--- src/rtl/ilen_pkg.sv ---
package ilen_pkg;

    // Queue classification held by the controller
    typedef enum logic [1:0] {
        ST_IDLE   = 2'd0,
        ST_GATHER = 2'd1,
        ST_ISSUE  = 2'd2
    } split_state_t;

    // Widest instruction in bytes
    localparam int unsigned MAX_BYTES = 3;

endpackage

--- src/rtl/ilen_prefix.sv ---
// Size decode from the first byte of an instruction.
module ilen_prefix (
    input  logic [7:0] lead,
    output logic [1:0] size,
    output logic       bad
);
    always_comb begin
        bad  = 1'b0;
        size = 2'd1;
        unique casez (lead[2:0])
            3'b??0: size = 2'd1;
            3'b?01: size = 2'd2;
            3'b011: size = 2'd3;
            default: begin
                // 111: undefined, swallowed as a single byte
                size = 2'd1;
                bad  = 1'b1;
            end
        endcase
    end
endmodule

--- src/rtl/ilen_queue.sv ---
// Byte queue with the oldest byte at slot 0. A pop shifts it down,
// and a push appends behind whatever survives the pop.
module ilen_queue #(
    parameter int unsigned DEPTH = 8,
    parameter int unsigned LANES = 4,
    parameter int unsigned CW    = $clog2(DEPTH + 1)
) (
    input  logic               clk,
    input  logic               rst_n,
    input  logic               clear,
    input  logic               push,
    input  logic [LANES*8-1:0] wr_bytes,
    input  logic [CW-1:0]      wr_cnt,
    input  logic               pop,
    input  logic [1:0]         pop_cnt,
    output logic [CW-1:0]      fill_q,
    output logic [CW-1:0]      fill_d,
    output logic [7:0]         lead_d,
    output logic [23:0]        window
);
    localparam int unsigned IW = $clog2(DEPTH);
    localparam int unsigned LW = $clog2(LANES);

    logic [7:0] mem_q [DEPTH];
    logic [7:0] mem_d [DEPTH];
    logic [7:0] lane_b [LANES];

    for (genvar g = 0; g < LANES; g++) begin : g_lane
        assign lane_b[g] = wr_bytes[g*8 +: 8];
    end

    always_comb begin
        int shift;
        int keep;
        int src;
        int lane;
        shift = pop ? int'(pop_cnt) : 0;
        keep  = int'(fill_q) - shift;
        for (int i = 0; i < int'(DEPTH); i++) begin
            src      = i + shift;
            lane     = i - keep;
            mem_d[i] = 8'h00;
            if (clear) begin
                mem_d[i] = 8'h00;
            end else if (i < keep && src < int'(DEPTH)) begin
                mem_d[i] = mem_q[IW'(src)];
            end else if (push && lane >= 0 && lane < int'(wr_cnt) && lane < int'(LANES)) begin
                mem_d[i] = lane_b[LW'(lane)];
            end
        end
        if (clear) begin
            fill_d = '0;
        end else begin
            fill_d = CW'(keep + (push ? int'(wr_cnt) : 0));
        end
    end

    always_ff @(posedge clk or negedge rst_n) begin
        if (!rst_n) begin
            fill_q <= '0;
            for (int i = 0; i < int'(DEPTH); i++) mem_q[i] <= 8'h00;
        end else begin
            fill_q <= fill_d;
            for (int i = 0; i < int'(DEPTH); i++) mem_q[i] <= mem_d[i];
        end
    end

    assign lead_d = mem_d[0];
    assign window = {mem_q[2], mem_q[1], mem_q[0]};

    // Queue never holds more than it has room for
    assert_fill_bound_R9: assert property (@(posedge clk) disable iff (!rst_n)
        fill_q <= CW'(DEPTH))
        else $error("queue fill above depth");

    // A pop only takes bytes that are actually present
    assert_pop_whole_R6: assert property (@(posedge clk) disable iff (!rst_n)
        pop |-> (CW'(pop_cnt) <= fill_q))
        else $error("pop larger than queue fill");
endmodule

--- src/rtl/ilen_ctrl.sv ---
// Classifies the queue for the next cycle and drives the handshakes.
module ilen_ctrl
    import ilen_pkg::*;
#(
    parameter int unsigned DEPTH = 8,
    parameter int unsigned LANES = 4,
    parameter int unsigned CW    = $clog2(DEPTH + 1)
) (
    input  logic          clk,
    input  logic          rst_n,
    input  logic          flush,
    input  logic          out_ready,
    input  logic [CW-1:0] fill_q,
    input  logic [CW-1:0] fill_d,
    input  logic [7:0]    lead_d,
    output logic          out_valid,
    output logic          in_ready,
    output logic          pop,
    output logic [1:0]    size_q,
    output logic          bad_q
);
    split_state_t state_q, state_d;
    logic [1:0]   size_d;
    logic         bad_d;

    ilen_prefix u_next_prefix (
        .lead (lead_d),
        .size (size_d),
        .bad  (bad_d)
    );

    always_comb begin
        if (fill_d == '0) begin
            state_d = ST_IDLE;
        end else if (fill_d >= CW'(size_d)) begin
            state_d = ST_ISSUE;
        end else begin
            state_d = ST_GATHER;
        end
    end

    // State register
    always_ff @(posedge clk or negedge rst_n) begin
        if (!rst_n) begin
            state_q <= ST_IDLE;
            size_q  <= 2'd1;
            bad_q   <= 1'b0;
        end else begin
            state_q <= state_d;
            size_q  <= size_d;
            bad_q   <= bad_d;
        end
    end

    // Outputs
    always_comb begin
        out_valid = 1'b0;
        unique case (state_q)
            ST_IDLE:   out_valid = 1'b0;
            ST_GATHER: out_valid = 1'b0;
            ST_ISSUE:  out_valid = !flush;
            default:   out_valid = 1'b0;
        endcase
        pop      = out_valid && out_ready;
        in_ready = !flush && (fill_q <= CW'(DEPTH - LANES));
    end

    // The leading instruction is whole whenever it is offered
    assert_issue_complete_R6: assert property (@(posedge clk) disable iff (!rst_n)
        out_valid |-> (fill_q >= CW'(size_q)))
        else $error("instruction offered before all bytes present");

    // Room for a full beat whenever a beat is taken
    assert_room_for_beat_R9: assert property (@(posedge clk) disable iff (!rst_n)
        in_ready |-> (fill_q + CW'(LANES) <= CW'(DEPTH)))
        else $error("beat accepted without room");
endmodule

--- src/rtl/ilen_split.sv ---
module ilen_split
    import ilen_pkg::*;
#(
    parameter int unsigned LANES = 4,
    parameter int unsigned DEPTH = 8
) (
    input  logic               clk,
    input  logic               rst_n,
    input  logic               flush,
    input  logic               in_valid,
    output logic               in_ready,
    input  logic [LANES*8-1:0] in_data,
    input  logic [LANES-1:0]   in_mask,
    output logic               out_valid,
    input  logic               out_ready,
    output logic [23:0]        out_insn,
    output logic [1:0]         out_len,
    output logic               out_illegal
);
    localparam int unsigned CW = $clog2(DEPTH + 1);

    logic [CW-1:0] wr_cnt;
    logic [CW-1:0] fill_q;
    logic [CW-1:0] fill_d;
    logic [7:0]    lead_d;
    logic [23:0]   window;
    logic [1:0]    size_q;
    logic          bad_q;
    logic          pop;
    logic          push;

    always_comb begin
        wr_cnt = '0;
        for (int i = 0; i < int'(LANES); i++) wr_cnt = wr_cnt + CW'(in_mask[i]);
    end

    assign push = in_valid && in_ready;

    ilen_queue #(.DEPTH(DEPTH), .LANES(LANES), .CW(CW)) u_queue (
        .clk      (clk),
        .rst_n    (rst_n),
        .clear    (flush),
        .push     (push),
        .wr_bytes (in_data),
        .wr_cnt   (wr_cnt),
        .pop      (pop),
        .pop_cnt  (size_q),
        .fill_q   (fill_q),
        .fill_d   (fill_d),
        .lead_d   (lead_d),
        .window   (window)
    );

    ilen_ctrl #(.DEPTH(DEPTH), .LANES(LANES), .CW(CW)) u_ctrl (
        .clk       (clk),
        .rst_n     (rst_n),
        .flush     (flush),
        .out_ready (out_ready),
        .fill_q    (fill_q),
        .fill_d    (fill_d),
        .lead_d    (lead_d),
        .out_valid (out_valid),
        .in_ready  (in_ready),
        .pop       (pop),
        .size_q    (size_q),
        .bad_q     (bad_q)
    );

    // Zero-fill the word above the instruction's length
    for (genvar k = 0; k < int'(MAX_BYTES); k++) begin : g_fill
        assign out_insn[k*8 +: 8] = (int'(size_q) > k) ? window[k*8 +: 8] : 8'h00;
    end

    assign out_len     = size_q;
    assign out_illegal = bad_q && out_valid;

    assert_one_byte_R1: assert property (@(posedge clk) disable iff (!rst_n)
        (out_valid && !out_insn[0]) |-> (out_len == 2'd1 && !out_illegal))
        else $error("bit0=0 prefix not one byte");

    assert_two_byte_R2: assert property (@(posedge clk) disable iff (!rst_n)
        (out_valid && out_insn[1:0] == 2'b01) |-> (out_len == 2'd2 && out_insn[23:16] == 8'h00))
        else $error("01 prefix not two bytes");

    assert_three_byte_R3: assert property (@(posedge clk) disable iff (!rst_n)
        (out_valid && out_insn[2:0] == 3'b011) |-> (out_len == 2'd3))
        else $error("011 prefix not three bytes");

    assert_bad_prefix_R4: assert property (@(posedge clk) disable iff (!rst_n)
        (out_valid && out_insn[2:0] == 3'b111) |-> (out_len == 2'd1 && out_illegal))
        else $error("111 prefix not flagged single byte");

    assert_hold_R7: assert property (@(posedge clk) disable iff (!rst_n)
        (out_valid && !out_ready) |=> (flush || (out_valid && $stable(out_insn) && $stable(out_len))))
        else $error("stalled output changed");

    assert_flush_empty_R8: assert property (@(posedge clk) disable iff (!rst_n)
        flush |=> !out_valid)
        else $error("output valid after flush");

    assert_mask_packed_R10: assert property (@(posedge clk) disable iff (!rst_n)
        in_valid |-> (((in_mask + 1'b1) & in_mask) == '0))
        else $error("lane mask not packed from lane 0");
endmodule

--- config.mk ---
export PLATFORM = sky130hd
export DESIGN_NAME = ilen_split
export DESIGN_NICKNAME = d
export VERILOG_FILES = /design/src/rtl/ilen_pkg.sv /design/src/rtl/ilen_prefix.sv /design/src/rtl/ilen_queue.sv /design/src/rtl/ilen_ctrl.sv /design/src/rtl/ilen_split.sv
export SDC_FILE = /design/constraint.sdc
export NUM_CORES = 1
export LEC_CHECK = 0
export CAP_MARGIN = 0
export CORE_UTILIZATION = 25
export CTS_CLUSTER_DIAMETER = 120
export DETAILED_ROUTE_END_ITERATION = 7
export PLACE_DENSITY_LB_ADDON = 0.2
export SKIP_LAST_GASP = 1
export SLEW_MARGIN = 20
export SYNTH_ARGS = -nofsm -noshare
export SYNTH_HDL_FRONTEND = slang
export SYNTH_SLANG_ARGS = --single-unit
--- constraint.sdc ---
create_clock -name clk -period 9.2 [get_ports clk]
set_input_delay 0.92 -clock clk [delete_from_list [all_inputs] [get_ports clk]]
set_output_delay 0.92 -clock clk [all_outputs]
set_load 0.005 [all_outputs]
# Word-level counts from Yosys, hierarchy flattened
# Index checks and enable logic that the tools add are counted.
# classes
n_mux	83
shifts	0
bitwise_logic	17
eq_ne	3
magnitude_cmp	61
n_addsub	20
n_reduce_logical	39
mul	0
n_div	0
# ops
op	n
2-to-1 mux 8 bit	59
greater-or-equal comparator 32 x 1 -> 1 bit (second input constant)	8
< comparator 32 x 4 -> 1 bit (second input constant)	8
< comparator 32 x 5 -> 1 bit	8
< comparator 32 x 5 -> 1 bit (second input constant)	8
binary-select mux 8 bit (select 3 bit)	8
adder 4 x 32 -> 32 bit (first input constant)	4
binary-select mux 8 bit (select 2 bit)	8
< comparator 4 x 32 -> 1 bit (first input constant)	4
subtractor 4 x 32 -> 32 bit (first input constant)	4
adder 3 x 32 -> 32 bit (first input constant)	2
< comparator 3 x 32 -> 1 bit (first input constant)	2
subtractor 3 x 32 -> 32 bit (first input constant)	2
logical AND 1 bit	36
adder 2 x 32 -> 32 bit (first input constant)	1
greater-or-equal comparator 3 x 4 -> 1 bit (second input constant)	8
< comparator 1 x 32 -> 1 bit (first input constant)	1
< comparator 2 x 32 -> 1 bit (first input constant)	1
subtractor 1 x 32 -> 32 bit (first input constant)	1
subtractor 2 x 32 -> 32 bit (first input constant)	1
greater-or-equal comparator 2 x 3 -> 1 bit (second input constant)	8
inverter 3 bit	8
inverter 2 bit	8
2-to-1 mux 4 bit	2
19 further kinds	23
# totals
regBits	73
mem_count	0
in_bits	41
wordCells	235
output_inout_bits	29
mem_bits_ro	0
latchBits	0
mem_bits_rw	0

# Depth between registers and ports, before layout
# logic_depth
word_depth	18
depth_mapped	27
mapped_depth_nobuf	23

# Modules after synthesis
# A second synthesis with hierarchy kept.
# unflattened
hier_cells	722
hier_area_um2	7026.7
# by_module_without_submodules
module	instances	seq_area_each_um2	area_per_inst_um2	cells_each
ilen_queue	1	1701.6	6507.5	663
ilen_split	1	0.0	271.5	38
ilen_ctrl	1	126.4	224.0	18
ilen_prefix	1	0.0	23.8	3

# Worst setup path after synthesis
# OpenSTA, ideal clock, no wires.
# synth_timing
path_kind	input to register
start	input port flush
end	register u_ctrl.state_q[0]
path_stages	27
required_time_ns	9.095
setup_slack_ns	2.094
path_buffers	4
arrival_ns	7.001
setup_ns	0.105
cell_sequence	and4bb_2 and2_1 buf_2 buf_4 buf_1 ha_1 inv_1 fa_1 nor3_1 inv_1 ha_1 clkbuf_1 nand2_1 inv_1 ha_1 nand2_1 ha_1 nand2_1 nor3_1 o2111ai_1 nor4_4 a31o_4 nand3_1 ha_1 nand2b_1 a21oi_1 nor4b_1
# synth_between
elab_chain_cells	18
elab_cells_between_ends	38
classes_between	add/sub: 3; order compare: 6; eq/ne: 2; mux: 16; bitwise: 2; reduce/logical: 9
# synth_rtl
item	line_no	text
start, declared	ilen_split.sv:9	input logic flush,
logical NOT 1 bit	ilen_ctrl.sv:61, ilen_ctrl.sv:65	
2-to-1 mux 1 bit	ilen_ctrl.sv:58	unique case (state_q)
logical AND 1 bit	ilen_ctrl.sv:64	pop = out_valid && out_ready;
2-to-1 mux 2 bit	ilen_queue.sv:37	shift = pop ? int'(pop_cnt) : 0;
subtractor 4 x 2 -> 5 bit	ilen_queue.sv:38	keep = int'(fill_q) - shift;
subtractor 1 x 32 -> 32 bit	ilen_queue.sv:41	lane = i - keep;
greater-or-equal comparator 32 x 1 -> 1 bit / inverter 2 bit (equally long branches)	ilen_queue.sv:47, ilen_queue.sv:48	
logical AND 1 bit / binary-select mux 8 bit (select 2 bit) (equally long branches)	ilen_queue.sv:47, ilen_queue.sv:48	
[... 5 more ...]	n/a	
via lead_d[0]	ilen_split.sv:25	logic [7:0] lead_d;
equality test 3 x 2 -> 1 bit / equality test 2 x 1 -> 1 bit (equally long branches)	ilen_prefix.sv:10	unique casez (lead[2:0])
one-hot mux 2 bit (2 select lines) *	ilen_prefix.sv:10	
via u_ctrl.size_d[0]	ilen_ctrl.sv:23	logic [1:0] size_d;
greater-or-equal comparator 4 x 2 -> 1 bit *	ilen_ctrl.sv:35	end else if (fill_d >= CW'(size_d)) begin
2-to-1 mux 2 bit *	ilen_ctrl.sv:35	
2-to-1 mux 2 bit *	ilen_ctrl.sv:33	if (fill_d == '0) begin
via u_ctrl.state_d[0]	ilen_ctrl.sv:22	split_state_t state_q, state_d;
end signal, assigned	ilen_ctrl.sv:49	state_q <= state_d;
end, declared	ilen_ctrl.sv:22	
# The timed path passes the listed nets; every way through them passes the cells marked *. The select of a mux whose other input is x is not followed.

# Worst setup path in the final report
# layout_timing
start	input port out_ready
end	register u_ctrl.state_q[0]
# layout_between
elab_chain_cells	16
elab_cells_between_ends	33
classes_between	add/sub: 3; order compare: 6; eq/ne: 2; mux: 14; bitwise: 2; reduce/logical: 6
# layout_rtl
item	line_no	text
start, declared	ilen_split.sv:15	input logic out_ready,
logical AND 1 bit *	ilen_ctrl.sv:64	
2-to-1 mux 2 bit *	ilen_queue.sv:37	
subtractor 4 x 2 -> 5 bit	ilen_queue.sv:38	
subtractor 1 x 32 -> 32 bit	ilen_queue.sv:41	
greater-or-equal comparator 32 x 1 -> 1 bit / inverter 2 bit (equally long branches)	ilen_queue.sv:47, ilen_queue.sv:48	
logical AND 1 bit / binary-select mux 8 bit (select 2 bit) (equally long branches)	ilen_queue.sv:47, ilen_queue.sv:48	
logical AND 1 bit / 2-to-1 mux 8 bit (equally long branches) (2 in a row)	ilen_queue.sv:47, ilen_queue.sv:48	
2-to-1 mux 8 bit	ilen_queue.sv:47	end else if (push && lane >= 0 && lane < int'(wr_cnt) && lane < int'(LANES)) begin
[... 2 more ...]	n/a	
via lead_d[0]	ilen_split.sv:25	
equality test 3 x 2 -> 1 bit / equality test 2 x 1 -> 1 bit (equally long branches)	ilen_prefix.sv:10	
one-hot mux 2 bit (2 select lines) *	ilen_prefix.sv:10	
via u_ctrl.size_d[0]	ilen_ctrl.sv:23	
greater-or-equal comparator 4 x 2 -> 1 bit *	ilen_ctrl.sv:35	
2-to-1 mux 2 bit *	ilen_ctrl.sv:35	
2-to-1 mux 2 bit *	ilen_ctrl.sv:33	
via u_ctrl.state_d[0]	ilen_ctrl.sv:22	
# Marked as above.

==> flow_summary.json <==
{
  "outcome": "finished clean",
  "routed_wl_mm": 25.31,
  "yosysWarnings": 0,
  "postSynthCellCount": 759,
  "share_clk_of_total_power": 0.157,
  "critical_path_peak_fanout": 24,
  "route.detailed.wl_per_inst_um": 21.24,
  "rsz0062_at_grt": "false",
  "post-dp-hpwl_mm": 19.11,
  "post_route_drc": 0,
  "synth_enable_flop_cells": 0,
  "hp-start": "u_queue.mem_q[14]",
  "synth_ff_type": "dfrtp_1",
  "async_reset_ff_frac": 1.000,
  "power_leakage_nw": 3.878,
  "power.switching_mw": 1.224,
  "crit_path_largest_cell_delay_ns": 0.71,
  "root_buffer_cell": "clkbuf_16",
  "p_comb_frac": 0.688,
  "worstMarginPinSlew_ns": 0.9954,
  "setup_viol": 0,
  "final.fill_count": 3105,
  "hp-class": "flip-flop to flip-flop",
  "cts_buffers": 9,
  "final_net_count": 928,
  "max-vdd-ir-drop_uv": 203.1,
  "setup.worst_path.class": "input pin to flip-flop",
  "route.vias.total": 6181,
  "globalplace.congestion": 0.8329,
  "cp_cell_sequence": "clkdlybuf4s50_1 -> and4bb_2 -> nand2_1 -> buf_4 -> ha_1 -> nor2b_1 -> o31ai_1 -> nand2_1 -> inv_1 -> ha_1 -> nand2_1 -> inv_1 -> ha_1 -> nand2_1 -> ha_1 -> nor4b_1 -> o2111ai_1 -> nor4_4 -> a31o_4 -> nand3_1 -> ha_1 -> nand2b_1 -> a21oi_1 -> nor4b_1",
  "postLayoutCellArea_um2": 8922,
  "chipWidth_um": 176.1,
  "dieArea_um2": 31000,
  "power_density_nw_per_um2": 281.0,
  "antenna-diode-count": 0,
  "die_y_um": 176.1,
  "cts_tree": "yes",
  "number_of_buffers_inserted_by_port_buffering": 69,
  "cell_internal_pwr_mw": 1.283,
  "maxClockFrequency_mhz": 146.9,
  "netlist.area_leader.share": 0.2378,
  "ys_types": 68,
  "synth_area_leaders": "dfrtp_1 24%, ha_1 14%, mux4_2 13%",
  "critPathRequiredTime_ns": 9.45,
  "drive_above_1_share": 0.1185,
  "mappedNetlistArea_um2": 7576,
  "start_util": 0.2549,
  "cap_violations": 0,
  "timing.slew.headroom": 0.3364,
  "drtIter0Drc": 512,
  "synth_fp_nets": 890,
  "synth.largest_area_cell": "dfrtp_1",
  "design.core.area_um2": 29720,
  "crit_path_start_kind": "input pin",
  "max_root_sink_buffers": 2,
  "clock_tree.htree_level_count": 3,
  "post_cts_buffers": 0,
  "final_core_util": 0.3002,
  "global_route.usage.total": 0.1647,
  "area.growth.synth_to_final_pct": 17.77,
  "power.switching_fraction": 0.4883,
  "cts-hold-fix-buffers": 0,
  "number_of_i_o_pins": 70,
  "grt_overflow": 0,
  "placedInstanceArea_um2": 8592,
  "grt_max_degree": 74,
  "clkSinkCount": 73,
  "period_needed_ns": 6.809,
  "worst_path_most_repeated_cell": "ha_1",
  "wire_length_of_the_first_global_routing_pass_mm": 38.25,
  "arrival_ns": 7.06,
  "seq_power_share": 0.155,
  "slew_viol_final": 0,
  "first_global_vias": 6190,
  "grt_antenna_before_repair": 0,
  "via_per_inst": 5.185,
  "synth_seq_area_share": 0.2413,
  "post-route-period-util": 0.7401,
  "firstDrtPassIters": 5,
  "final.setup.tns_ns": 0,
  "synthesized_area_per_cell_um2": 9.982,
  "cts_resized": 0,
  "critical_path.endpoint_type": "flip-flop",
  "clock_latency_at_the_later_pin_of_the_worst_skew_pair_ns": 0.35,
  "crit_path_from": "out_ready",
  "postRouteAntennaNets": 0,
  "regToRegStartpoint": "u_ctrl.size_q[1]",
  "hold_viol": 0,
  "clk_pin_slew_worst_paths_ns": 0.06,
  "fin_worst_skew_ns": 0.006411,
  "ys_ff_latch": 73,
  "row_count": 63,
  "critPathSlowestCell": "nor4_4"
}
==> worst max-delay path, delay by kind of cell <==
| family | cells | cell delay [ns] |
|---|---|---|
| compound gates | 4 | 1.11 |
| fa+ha+maj | 5 | 1.44 |
| buf+inv | 4 | 1.08 |
| simple gates | 11 | 2.51 |
==> final cells by class <==
type	count	area (µm²)	share of cell area
multi-input cells	603	5401	0.6054
well taps	390	488.0	0.05469
clock inverters	6	91.34	0.01024
inverters	31	116.4	0.01304
repair buffers	79	758.2	0.08498
clock buffers	10	239.0	0.02678
flip-flops and latches	73	1828	0.2049
==> Yosys cell counts, types with 7 or more instances <==
cell and number:
ha_1 87, mux2i_1 79, nand2_1 77, dfrtp_1 72
nor2_1 54, mux4_2 43, a21oi_1 39, inv_1 29
clkbuf_1 26, a22oi_1 22, nor2b_1 21, nand3_1 17
and2_1 16, a31oi_1 11, buf_2 11, and3_1 10
nor4b_1 9, a32oi_1 8, buf_1 8, o2bb2ai_1 8
nor3_1 7, o21ai_0 7
==> registers in the layout, indices dropped and copies added (netlist names) <==
signal / count
u_ctrl.size_q: 2
u_queue.mem_q: 40
u_ctrl.bad_q: 1
u_queue.window: 24
u_ctrl.state_q: 2
u_queue.fill_q: 4
==> final timing paths <==
path	end	slack, ns	depth (start not counted)
max	u_ctrl.state_q[0]	2.39	24
min reg2reg	u_queue.mem_q[14]	0.61	2
max in group asynchronous	u_queue.mem_q[10]	7.83	1
max reg2reg	u_ctrl.state_q[0]	2.96	22
min	u_queue.mem_q[14]	0.61	2
min in group asynchronous	u_queue.window[3]	0.73	1
==> cells in the final DEF, fill, tap and decap left out, drive strengths merged, types with 22 or more instances in the layout <==
cell type / instances
mux4: 43
nor2: 54
dfrtp: 72
nand2: 77
a22oi: 22
mux2i: 79
ha: 87
a21oi: 39
inv: 30
clkdlybuf4s50: 67
==> stage by stage <==
step / std cells / hold slack, ns / setup WS (ns) / power, mW
global route: 1192 / 0.6650 / 1.924 / 2.715
floorplan: 759 / 0.5350 / 2.094 / 1.589
finish: 1192 / 0.6086 / 2.391 / 2.508
detailed placement: 1176 / 0.5928 / 2.104 / 2.110
global placement: 1176 / 0.5938 / 2.362 / 2.118
CTS: 1192 / 0.6052 / 2.467 / 2.516
==> per-layer routing <==
layer | wire [µm] | up-vias | GRT usage
li1 | - | 2910 | -
met1 | 11720 | 3106 | 0.2217
met2 | 12560 | 146 | 0.2851
met3 | 812 | 19 | 0.01658
met5 | 0 | - | 0
met4 | 222 | 0 | 0.03188
==> power groups by stage <==
stage	combinational (mW)	sequential, mW	clock [mW]
after detailed placement	1.72	0.394	0
after global routing	1.91	0.394	0.414
after CTS	1.73	0.389	0.399
after global placement	1.72	0.394	0
final	1.73	0.388	0.394
after floorplan	1.22	0.371	0
==> kinds of logic (layout without fill, tap and decap cells) <==
family / Yosys count / count (layout) / synth area share
adder cells (fa/ha/maj): 90 / 90 / 0.1516
AO/OA/AOI/OAI: 133 / 133 / 0.1265
multiplexers: 128 / 128 / 0.2411
buffers and inverters: 83 / 126 / 0.04690
XOR/XNOR: 10 / 10 / 0.02362
flip-flops: 73 / 73 / 0.2413
AND/OR/NAND/NOR: 242 / 242 / 0.1690
Power figures use the tool's default switching activity.
